`config.mk`:
```
export PLATFORM = sky130hd
export DESIGN_NAME = bitslip_aligner
export DESIGN_NICKNAME = d
export VERILOG_FILES = /design/src/rtl/bsa_pkg.sv /design/src/rtl/bsa_sync.sv /design/src/rtl/bsa_ctrl.sv /design/src/rtl/bsa_datapath.sv /design/src/rtl/bsa_runlen.sv /design/src/rtl/bitslip_aligner.sv
export SDC_FILE = /design/constraint.sdc
export NUM_CORES = 1
export LEC_CHECK = 0
export ABC_AREA = 1
export ABC_CLOCK_PERIOD_IN_PS = 32200
export BUFFER_PORTS_ARGS = -buffer_cell sky130_fd_sc_hd__buf_2
export CORE_MARGIN = 10
export CORE_UTILIZATION = 44
export CTS_BUF_LIST = sky130_fd_sc_hd__clkbuf_8
export CTS_CLUSTER_DIAMETER = 150
export CTS_CLUSTER_SIZE = 20
export DETAILED_ROUTE_END_ITERATION = 7
export PLACE_DENSITY = 0.71
export SYNTH_ARGS = -nofsm -noshare
export SYNTH_HDL_FRONTEND = slang
export SYNTH_SLANG_ARGS = --single-unit
export TNS_END_PERCENT = 100
```
`constraint.sdc`:
```
create_clock -name clk -period 32.2 [get_ports clk]
set_input_delay 4.83 -clock clk [delete_from_list [all_inputs] [get_ports clk]]
set_output_delay 4.83 -clock clk [all_outputs]
set_load 0.01 [all_outputs]
```
`src/rtl/bsa_pkg.sv`:
```
package bsa_pkg;

  // Strobes from the control path to the datapath, valid for one cycle
  typedef struct packed {
    logic slipStep;   // one accepted slip in this cycle
    logic wrapStep;   // the accepted slip returns the offset to zero
  } slip_strobe_t;

endpackage

```
`src/rtl/bsa_sync.sv`:
```
module bsa_sync #(
  parameter int STAGES = 2
) (
  input  logic clk,
  input  logic rst,
  input  logic asyncIn,
  output logic syncOut
);

  logic [STAGES-1:0] chain;

  generate
    if (STAGES == 1) begin : g_single
      always_ff @(posedge clk) begin
        if (rst) chain <= '0;
        else     chain <= asyncIn;
      end
    end else begin : g_multi
      always_ff @(posedge clk) begin
        if (rst) chain <= '0;
        else     chain <= {chain[STAGES-2:0], asyncIn};
      end
    end
  endgenerate

  assign syncOut = chain[STAGES-1];

endmodule

```
`src/rtl/bsa_ctrl.sv`:
```
module bsa_ctrl
  import bsa_pkg::*;
#(
  parameter int WORD_W      = 20,
  parameter int SLIP_W      = $clog2(WORD_W),
  parameter int SYNC_STAGES = 2
) (
  input  logic              clk,
  input  logic              rst,
  input  logic              slipReq,
  input  logic              bitslipEn,
  output slip_strobe_t      strobe,
  output logic [SLIP_W-1:0] slipCnt
);

  localparam logic [SLIP_W-1:0] LAST_OFS = SLIP_W'(WORD_W - 1);

  logic reqSync;
  logic reqLast;
  logic reqRise;

  bsa_sync #(.STAGES(SYNC_STAGES)) u_sync (
    .clk     (clk),
    .rst     (rst),
    .asyncIn (slipReq),
    .syncOut (reqSync)
  );

  // Edge detector: a held level yields a single pulse
  always_ff @(posedge clk) begin
    if (rst) reqLast <= 1'b0;
    else     reqLast <= reqSync;
  end

  assign reqRise = reqSync & ~reqLast;

  always_comb begin
    strobe.slipStep = reqRise & bitslipEn;
    strobe.wrapStep = strobe.slipStep & (slipCnt == LAST_OFS);
  end

  // Cumulative slip counter, modulo WORD_W
  always_ff @(posedge clk) begin
    if (rst)                  slipCnt <= '0;
    else if (strobe.wrapStep) slipCnt <= '0;
    else if (strobe.slipStep) slipCnt <= slipCnt + 1'b1;
  end

endmodule

```
`src/rtl/bsa_datapath.sv`:
```
module bsa_datapath
  import bsa_pkg::*;
#(
  parameter int WORD_W = 20,
  parameter int SLIP_W = $clog2(WORD_W)
) (
  input  logic              clk,
  input  logic              rst,
  input  logic [WORD_W-1:0] rxWord,
  input  slip_strobe_t      strobe,
  output logic [WORD_W-1:0] dataOut,
  output logic [SLIP_W-1:0] selOfs
);

  localparam int IDX_W = $clog2(2 * WORD_W);

  logic [WORD_W-1:0]   histNew;
  logic [WORD_W-1:0]   histOld;
  logic [2*WORD_W-1:0] window;
  logic [WORD_W-1:0]   picked;

  // Two-word history; the newer word sits in the upper half of the window
  always_ff @(posedge clk) begin
    if (rst) begin
      histNew <= '0;
      histOld <= '0;
    end else begin
      histNew <= rxWord;
      histOld <= histNew;
    end
  end

  assign window = {histNew, histOld};

  // Barrel offset, advanced only by the control strobes
  always_ff @(posedge clk) begin
    if (rst)                  selOfs <= '0;
    else if (strobe.wrapStep) selOfs <= '0;
    else if (strobe.slipStep) selOfs <= selOfs + 1'b1;
  end

  // One multiplexer per output bit
  generate
    for (genvar j = 0; j < WORD_W; j++) begin : g_pick
      logic [IDX_W-1:0] idx;
      assign idx       = IDX_W'(selOfs) + IDX_W'(j);
      assign picked[j] = window[idx];
    end
  endgenerate

  always_ff @(posedge clk) begin
    if (rst) dataOut <= '0;
    else     dataOut <= picked;
  end

endmodule

```
`src/rtl/bsa_runlen.sv`:
```
module bsa_runlen #(
  parameter int WORD_W    = 20,
  parameter int RUN_LIMIT = 16
) (
  input  logic              clk,
  input  logic              rst,
  input  logic [WORD_W-1:0] rxWord,
  output logic              runErr
);

  localparam int             RL_W = $clog2(RUN_LIMIT + 2);
  localparam logic [RL_W-1:0] CAP = RL_W'(RUN_LIMIT + 1);

  logic [RL_W-1:0] runCnt;
  logic            lastBit;
  logic [RL_W-1:0] cntNext;
  logic            bitNext;
  logic            violNext;

  // Walk the word in arrival order; the run carries across word edges
  always_comb begin
    cntNext  = runCnt;
    bitNext  = lastBit;
    violNext = 1'b0;
    for (int i = 0; i < WORD_W; i++) begin
      if (cntNext != '0 && rxWord[i] == bitNext) begin
        if (cntNext != CAP) cntNext = cntNext + 1'b1;
      end else begin
        cntNext = RL_W'(1);
        bitNext = rxWord[i];
      end
      if (cntNext == CAP) violNext = 1'b1;
    end
  end

  always_ff @(posedge clk) begin
    if (rst) begin
      runCnt  <= '0;
      lastBit <= 1'b0;
      runErr  <= 1'b0;
    end else begin
      runCnt  <= cntNext;
      lastBit <= bitNext;
      runErr  <= violNext;
    end
  end

endmodule

```
`src/rtl/bitslip_aligner.sv`:
```
module bitslip_aligner
  import bsa_pkg::*;
#(
  parameter int WORD_W      = 20,
  parameter int RUN_LIMIT   = 16,
  parameter int SYNC_STAGES = 2,
  parameter int SLIP_W      = $clog2(WORD_W)
) (
  input  logic              clk,
  input  logic              rst,
  input  logic [WORD_W-1:0] rxWord,
  input  logic              slipReq,
  input  logic              bitslipEn,
  output logic [WORD_W-1:0] dataOut,
  output logic [SLIP_W-1:0] slipCount,
  output logic              runErr
);

  slip_strobe_t      strobe;
  logic [SLIP_W-1:0] dpSel;

  bsa_ctrl #(
    .WORD_W      (WORD_W),
    .SLIP_W      (SLIP_W),
    .SYNC_STAGES (SYNC_STAGES)
  ) u_ctrl (
    .clk       (clk),
    .rst       (rst),
    .slipReq   (slipReq),
    .bitslipEn (bitslipEn),
    .strobe    (strobe),
    .slipCnt   (slipCount)
  );

  bsa_datapath #(
    .WORD_W (WORD_W),
    .SLIP_W (SLIP_W)
  ) u_dp (
    .clk     (clk),
    .rst     (rst),
    .rxWord  (rxWord),
    .strobe  (strobe),
    .dataOut (dataOut),
    .selOfs  (dpSel)
  );

  bsa_runlen #(
    .WORD_W    (WORD_W),
    .RUN_LIMIT (RUN_LIMIT)
  ) u_rl (
    .clk    (clk),
    .rst    (rst),
    .rxWord (rxWord),
    .runErr (runErr)
  );

endmodule

```
==> results.ini, run 1 <==
[status]
status=completed

[min_path]
hp-class=register to register
worstHoldStart=u_ctrl.u_sync.chain[0]

[clock_tree]
tritoncts=built
clockRootBuffer=clkbuf_8
clock_path_buffers=2
hold_buffers=0
post_cts.repair.setup_buffers=0
insertion_delay_ns=0.36
cts_resized=0
clk_pin_slew_ns=0.08
cts.sinks=80
cts_inserted_buffers=9
h-tree-depth=3

[placement]
dpl.hpwl_mm=19.6
place_congestion=0.940
io_buffers=49

[power_and_ir_drop]
p_clk_share_pct=12.9
intPower_uw=266
vdd_ir_drop_max_v=0.0000330
netSwitchingPower_uw=301
p_per_area_nw_per_um2=52.6
switching_share_pct=53.1
p_seq_share_pct=19.1
p_leak_nw=5.22
p_comb_share_pct=68.0

[floorplan]
core_region_area_sq_um=22600
io_pins=50
dieArea_sq_um=29400
initial_utilization_pct=44.7
fp-row-count=55
die_x_microns=172
die_y_microns=172

[setup_path]
startpoint=rxWord[0]
r2r_start=u_rl.runCnt[0]
path_class=input pin to register
arrival_ns=17.23
max_stage_delay_ns=0.35
worstPathRequired_ns=32.50
critPathLaunchType=input pin
critPathMaxFanout=9
crit_top_cell=nand2_1
cp-end-kind=register
critPathSlowestCell=ha_1

[synthesis]
synth-async-reset-ratio_pct=0
yosysWarnings=0
yosysSeqAreaShare_pct=15.8
netlist_area_sq_um=10100
synth_nets=1732
synth_cells=1670
synth-main-ff-cell=dfxtp_1
ys_ff_latch=80
synth_edf_count=0
synth_cell_types=52
postSynthAreaPerCell_sq_um=6.05

[routing]
viasPerCell=5.08
drt-pass1-iter-count=5
wl_mm=24.0
drcViolationCount=0
drtAntennaViolNets=0
drtIter0Drc=608
wl_per_cell_microns=12.1
num_vias=10082

[global_route]
grt_max_degree=72
grt_antenna_before_repair=0
grt_usage_pct=16.3
grt_overflow=0
grt_pass1_vias=9202
grt_pass1_wl_mm=41.0

[sta]
setup_viol=0
relSlewSlack_pct=34.1
period_minus_slack_ns=16.93
fmax_mhz=59.1
hold_viol=0
finalCritPeriodShare_pct=52.6
finalSetupTns_ns=0
worstMarginPinSlew_ns=0.987
rsz0062_at_grt=no
clock_skew_ns=0.00854
final_max_slew_viol_count=0

[final_layout]
antenna_cells=0
areaGrowthSynthToFinish_pct=6.52
final_common_cell=nand2_1
mostFrequentLayoutCells=nand2_1 (385), inv_1 (207), nor2_1 (205)
final_core_util_pct=47.6
fin_nets=1758
layout-drive-gt1-share_pct=19.8

[run]
drv_cap=0

power groups by stage:
| stage | clock network (mW) | logic, mW | registers [mW] |
|---|---|---|---|
| finish | 0.0732 | 0.386 | 0.108 |
| detailed placement | 0 | 0.384 | 0.111 |
| floorplan | 0 | 0.327 | 0.110 |
| global route | 0.0799 | 0.434 | 0.109 |
| global placement | 0 | 0.379 | 0.110 |
| CTS | 0.0755 | 0.385 | 0.108 |
Yosys cell counts, types with 22 or more instances:
| library cell | n | area share, % |
|---|---|---|
| nand2_1 | 385 | 14 |
| inv_1 | 206 | 7.6 |
| nor2_1 | 205 | 7.6 |
| o21ai_0 | 115 | 5.7 |
| nand3_1 | 103 | 5.1 |
| dfxtp_1 | 80 | 16 |
| nand2_2 | 72 | 4.5 |
| a21oi_1 | 61 | 3.0 |
| nor2_2 | 53 | 3.3 |
| nand4_1 | 43 | 2.7 |
| ha_1 | 38 | 4.7 |
| nor2_4 | 38 | 4.2 |
| clkbuf_1 | 33 | 1.2 |
| inv_2 | 25 | 0.93 |
| nand3_2 | 22 | 2.2 |
metal layers:
layer | vias to the layer above | track usage, % | wire, microns
met5 | - | 0 | 0
met4 | 0 | 4.27 | 387
met3 | 25 | 2.22 | 1030
met2 | 178 | 27.9 | 11200
met1 | 4486 | 21.0 | 11400
li1 | 5393 | - | -
worst max-delay path, delay by kind of cell:
kind	cells	cell delay, ns
fa+ha+maj	12	3.20
compound gates	5	0.71
simple gates	65	7.27
buf+inv	17	1.13
state kept, by name (all words and copies together) (netlist names):
signal / flops
u_dp.histNew: 20
u_rl.lastBit: 1
u_dp.histOld: 20
u_rl.runCnt: 5
u_rl.runErr: 1
u_ctrl.slipCnt: 5
u_ctrl.u_sync.chain: 2
u_dp.selOfs: 5
u_ctrl.reqLast: 1
u_dp.dataOut: 20
cell type report:
cell class	instances	area (sq um)
timing repair buffer	53	275
multi-input combinational	1311	7430
fill	2321	11900
clock inverter	7	72.6
sequential	80	1600
tap	285	357
inverter	241	913
clock buffer	9	124
worst paths after layout:
kind                                 end  slack, ns  cells after the start
hold / removal    u_ctrl.u_sync.chain[1]       0.41                      2
setup / recovery             u_rl.runErr      15.27                     99
setup reg to reg             u_rl.runErr      19.17                     99
hold reg to reg   u_ctrl.u_sync.chain[1]       0.41                      2
kinds of logic (layout without fill, tap and decap cells):
logic type / after synthesis / after routing / synth area share, %
adders and majority gates: 38 / 38 / 4.70
muxes: 13 / 13 / 1.29
xor gates and xnor gates: 41 / 41 / 3.55
and+or+nand+nor: 981 / 981 / 50.2
AOI/OAI and AO/OA: 238 / 238 / 13.7
DFF: 80 / 80 / 15.8
buffers and inverters: 279 / 310 / 10.7
per-stage QoR:
step,hold WS (ns),instances,total power [mW],setup slack [ns],cell area [sq um]
2_1_floorplan,0.388,1670,0.437,16.59,10100
3_3_place_gp,0.391,1970,0.489,15.09,10600
3_5_place_dp,0.396,1970,0.494,14.98,10600
4_1_cts,0.409,1986,0.569,15.34,10800
5_1_grt,0.451,1986,0.623,13.93,10800
6_report,0.407,1986,0.567,15.27,10800
Note: power is estimated with default switching activity, not from simulation.
==> inputs of run 2 (changes only) <==
ABC_CLOCK_PERIOD_IN_PS = 16900   (was 32200)
clock period = 16.9 ns   (was 32.2 ns; I/O delays follow)
==> run 2 against run 1 <==
Compared with the run above: first-iteration DRC count grew 7.7%; clock power grew 110%; register-to-register slack lost 15 ns; core utilization grew 0.10 points; sequential share of layout area is essentially flat; sequential power grew 91%; critical path type unchanged; total power grew 93%; global-route usage is essentially flat; routed wire length grew 0.27%; clock-buffer cell count is the same; via count grew 0.34%.
==> results.ini, run 2 (synthesized netlist as in run 1, its figures left out) <==
[sta]
period_minus_slack_ns=14.65
worstMarginPinSlew_ns=1.00
finalCritPeriodShare_pct=86.7
clock_skew_ns=0.0111
relSlewSlack_pct=33.0
fmax_mhz=68.3
hold_ws_ns=0.403
finalSetupTns_ns=0
final_max_slew_viol_count=0
hold_viol=0
setup_viol=0
rsz0062_at_grt=no

[final_layout]
areaGrowthSynthToFinish_pct=6.76
mostFrequentLayoutCells=nand2_1 (385), inv_1 (207), nor2_1 (205)
top_regs=u_dp.dataOut: 20 flops, u_dp.histNew: 20 flops, u_dp.histOld: 20 flops
fin_nets=1758
final_core_util_pct=47.7
antenna_cells=0
layout-drive-gt1-share_pct=19.8
final_common_cell=nand2_1
fin_area_sq_um=10800
n_fill_cell=2271

[clock_tree]
clk_pin_slew_ns=0.08
cts_inserted_buffers=9
cts_resized=0
clock_path_buffers=2
h-tree-depth=3
post_cts.repair.setup_buffers=0
insertion_delay_ns=0.36
tritoncts=built
hold_buffers=0
clockRootBuffer=clkbuf_8
cts.sinks=80

[setup_path]
critPathSlowestCell=ha_1
critPathLaunchType=input pin
max_stage_delay_ns=0.35
crit_family=simple AND/OR/NAND/NOR gates
arrival_ns=14.94
crit_top_cell=nand2_1
worstPathRequired_ns=17.20
path_class=input pin to register
critPathMaxFanout=9
cp-end-kind=register
critical_path_buf_inv_count=17

[floorplan]
initial_utilization_pct=44.7
fp-row-count=55
die_y_microns=172
io_pins=50
core_region_area_sq_um=22600
die_x_microns=172
dieArea_sq_um=29400

[global_route]
grt_max_degree=72
grt_usage_pct=16.3
grt_overflow=0
grt_pass1_wl_mm=41.2
grt_antenna_before_repair=0
grt_pass1_vias=9302

[routing]
drt-pass1-iter-count=5
viasPerCell=5.09
wl_mm=24.1
drtAntennaViolNets=0
wl_per_cell_microns=12.1
drtIter0Drc=655
drcViolationCount=0
num_vias=10116

[power_and_ir_drop]
p_total_mw=1.09
p_leak_nw=5.23
vdd_ir_drop_max_v=0.0000617
p_per_area_nw_per_um2=101

[status]
status=completed

[run]
drv_cap=0

[min_path]
hp-class=register to register

[placement]
dpl.hpwl_mm=19.6
place_congestion=0.941
io_buffers=49
placed_cell_area_sq_um=10600

-- run 2: changes by cell type in the layout (fill, tap and decap cells not counted) --
cell and change:
clkinv_4 -1, clkinvlp_4 +1, clkinv_2 -1, bufinv_16 +1
-- run 2: area by class of cell --
class | instances | area, sq um | area share, %
repair buffers | 53 | 275 | 2.55
inverters | 241 | 913 | 8.46
clock buffers | 9 | 124 | 1.15
flip-flops and latches | 80 | 1600 | 14.8
well taps | 285 | 357 | 3.30
multi-input cells | 1311 | 7430 | 68.8
clock inverters | 7 | 96.3 | 0.893
-- run 2: stage by stage --
stage,worst slack (ns),std cells
finish,2.25,1986
detailed placement,1.94,1970
global route,0.886,1986
global placement,2.09,1970
floorplan,3.59,1670
CTS,2.32,1986
-- run 2: per-layer routing --
metal | vias to the layer above | wire (microns) | global-route usage [%]
li1 | 5389 | - | -
met1 | 4515 | 11400 | 21.2
met2 | 183 | 11200 | 27.8
met3 | 29 | 1030 | 2.11
met4 | 0 | 395 | 4.35
met5 | - | 0 | 0
-- run 2: power by group --
part	switching, mW	total [mW]	internal, mW	leakage, nW
sequential	0.00797	0.206	0.198	0.657
clock	0.0705	0.154	0.0833	0.107
combinational	0.495	0.735	0.240	4.46
-- run 2: final timing paths --
path | startpoint | to | slack [ns] | depth (start not counted)
setup / recovery | rxWord[0] | u_rl.runErr | 2.25 | 99
hold / removal | u_ctrl.u_sync.chain[0] | u_ctrl.u_sync.chain[1] | 0.40 | 2
setup reg to reg | u_rl.runCnt[0] | u_rl.runErr | 3.86 | 99
hold reg to reg | u_ctrl.u_sync.chain[0] | u_ctrl.u_sync.chain[1] | 0.40 | 2
-- run 2: worst reg2reg max path: cells and delay by family, from the launching register on --
kind	cells	cell delay (ns)
flops	1	0.48
fa+ha+maj	13	3.45
buf+inv	15	1.01
compound gates	5	0.72
simple gates	66	7.29
==> inputs of run 3 (changes only) <==
ABC_CLOCK_PERIOD_IN_PS = 13700   (was 16900)
clock period = 13.7 ns   (was 16.9 ns; I/O delays follow)
==> run 3 against run 2 <==
Compared with the run above: largest cell class unchanged; critical path depth up 1; setup slack worse by 1.6 ns; die area unchanged; clock power up 5%; final area up 11%; via count up 5.6%; register-to-register slack worse by 2.2 ns; critical path type unchanged; sequential power up 24%.
==> results.ini, run 3 (synthesized netlist as in run 1, its figures left out) <==
[status]
status=completed

[power_and_ir_drop]
intPower_uw=789
switching_share_pct=51.3
p_total_mw=1.62
p_leak_nw=5.67
p_seq_share_pct=15.7
p_clk_share_pct=9.9
vdd_ir_drop_max_v=0.000109
p_per_area_nw_per_um2=135
p_comb_share_pct=74.4
netSwitchingPower_uw=832

[final_layout]
areaGrowthSynthToFinish_pct=18.6
multi_input_area_sq_um=7970
n_fill_cell=2198
fin_area_sq_um=12000
mostFrequentLayoutCells=nand2_1 (363), inv_1 (199), nor2_1 (179)
layout-drive-gt1-share_pct=28.7
antenna_cells=0
top_regs=u_dp.dataOut: 20 flops, u_dp.histNew: 20 flops, u_dp.histOld: 20 flops
final_common_cell=nand2_1
fin_nets=1846
ff_latch_area_sq_um=1600

[setup_path]
regToRegSetupSlack_ns=1.65
r2r_cells=100
crit_top_cell=nand2_1
critPathMaxFanout=7
r2r-end=u_rl.runErr
path_class=input pin to register
critPathSlowestCell=ha_2
worstPathRequired_ns=14.01
cp-end-kind=register
arrival_ns=13.34
max_stage_delay_ns=0.34
critPathLaunchType=input pin
r2r_start=u_rl.runCnt[0]

[clock_tree]
cts_inserted_buffers=9
cts.sinks=80
insertion_delay_ns=0.38
tritoncts=built
clockRootBuffer=clkbuf_8
clock_path_buffers=2
clk_pin_slew_ns=0.09
h-tree-depth=3

[routing]
drtAntennaViolNets=0
viasPerCell=5.15
wl_per_cell_microns=13.0
num_vias=10682
wl_mm=27.0
drtIter0Drc=793
drcViolationCount=0
drt-pass1-iter-count=5

[min_path]
worstHoldStart=u_ctrl.u_sync.chain[0]
holdPathEnd=u_ctrl.u_sync.chain[1]
worstHoldPathCells=2
hp-class=register to register

[sta]
finalCritPeriodShare_pct=95.1
setup_viol=0
period_minus_slack_ns=13.03
worstMarginPinSlew_ns=0.976
hold_viol=0
finalSetupTns_ns=0
fin_ws_ns=0.670
clock_skew_ns=0.00717
relSlewSlack_pct=34.8
fmax_mhz=76.7
final_max_slew_viol_count=0

[global_route]
grt_antenna_before_repair=0
grt_overflow=0
grt_max_degree=72
grt_pass1_vias=9601
grt_usage_pct=17.0
grt_pass1_wl_mm=42.5

[floorplan]
io_pins=50
die_x_microns=172
initial_utilization_pct=44.7
dieArea_sq_um=29400
die_y_microns=172
fp-row-count=55
core_region_area_sq_um=22600

[placement]
dpl.hpwl_mm=20.3
place_congestion=0.946
io_buffers=49
placed_cell_area_sq_um=11000
place_worst_setup_slack_ns=-0.280

[run]
drv_cap=0

run 3: changes by cell type in the layout (fill, tap and decap cells not counted), sizes merged:
cell and delta:
buf +88, bufinv -2, clkinv -1, inv +3
run 3: worst max path at each step:
stage | startpoint | end | slack, ns | cells past startpoint
final | rxWord[0] | u_rl.runErr | 0.67 | 100
after global routing | rxWord[0] | u_rl.runErr | -0.26 | 97
after CTS | rxWord[0] | u_rl.runErr | 0.09 | 102
after detailed placement | rxWord[0] | u_rl.runErr | -0.28 | 102
after global placement | rxWord[0] | u_rl.runErr | -0.11 | 102
after floorplan | rxWord[0] | u_rl.runErr | 0.87 | 94
run 3: power groups by stage:
stage,clock network [mW],logic [mW],registers [mW]
floorplan,0,0.769,0.258
global placement,0,0.981,0.260
detailed placement,0,0.993,0.260
CTS,0.166,0.997,0.255
global route,0.176,1.33,0.256
finish,0.161,1.21,0.255
run 3: timing repair:
action | CTS | global route
resized for setup | 0 | 138
setup buffers | 0 | 36
endpoints found under the setup margin | 0 | 6
hold buffers | 0 | 0
run 3: cell type report:
type                       count  area share, %
tap                          285           2.97
clock inverter                 7          0.459
inverter                     241           7.67
timing repair buffer         141           8.07
multi-input combinational   1311           66.4
sequential                    80           13.4
clock buffer                   9           1.03
run 3: worst max-delay path: cells and delay by family:
| family | cells | cell delay [ns] |
|---|---|---|
| fa+ha+maj | 8 | 1.83 |
| simple gates | 67 | 6.70 |
| buf+inv | 19 | 1.78 |
| compound gates | 6 | 0.96 |
run 3: layer usage:
layer	share of wire, %	track usage (%)	up-vias
met4	2.1	4.95	0
met2	48	29.3	231
met3	4.4	2.27	40
li1	-	-	5565
met5	0	0	-
met1	45	21.4	4846
run 3: per-stage QoR:
step	std cells	hold slack [ns]	utilization, %
3_3_place_gp	2022	0.391	48.5
3_5_place_dp	2022	0.394	48.5
4_1_cts	2038	0.406	49.3
5_1_grt	2074	0.433	53.0
6_report	2074	0.405	53.0
2_1_floorplan	1670	0.388	-
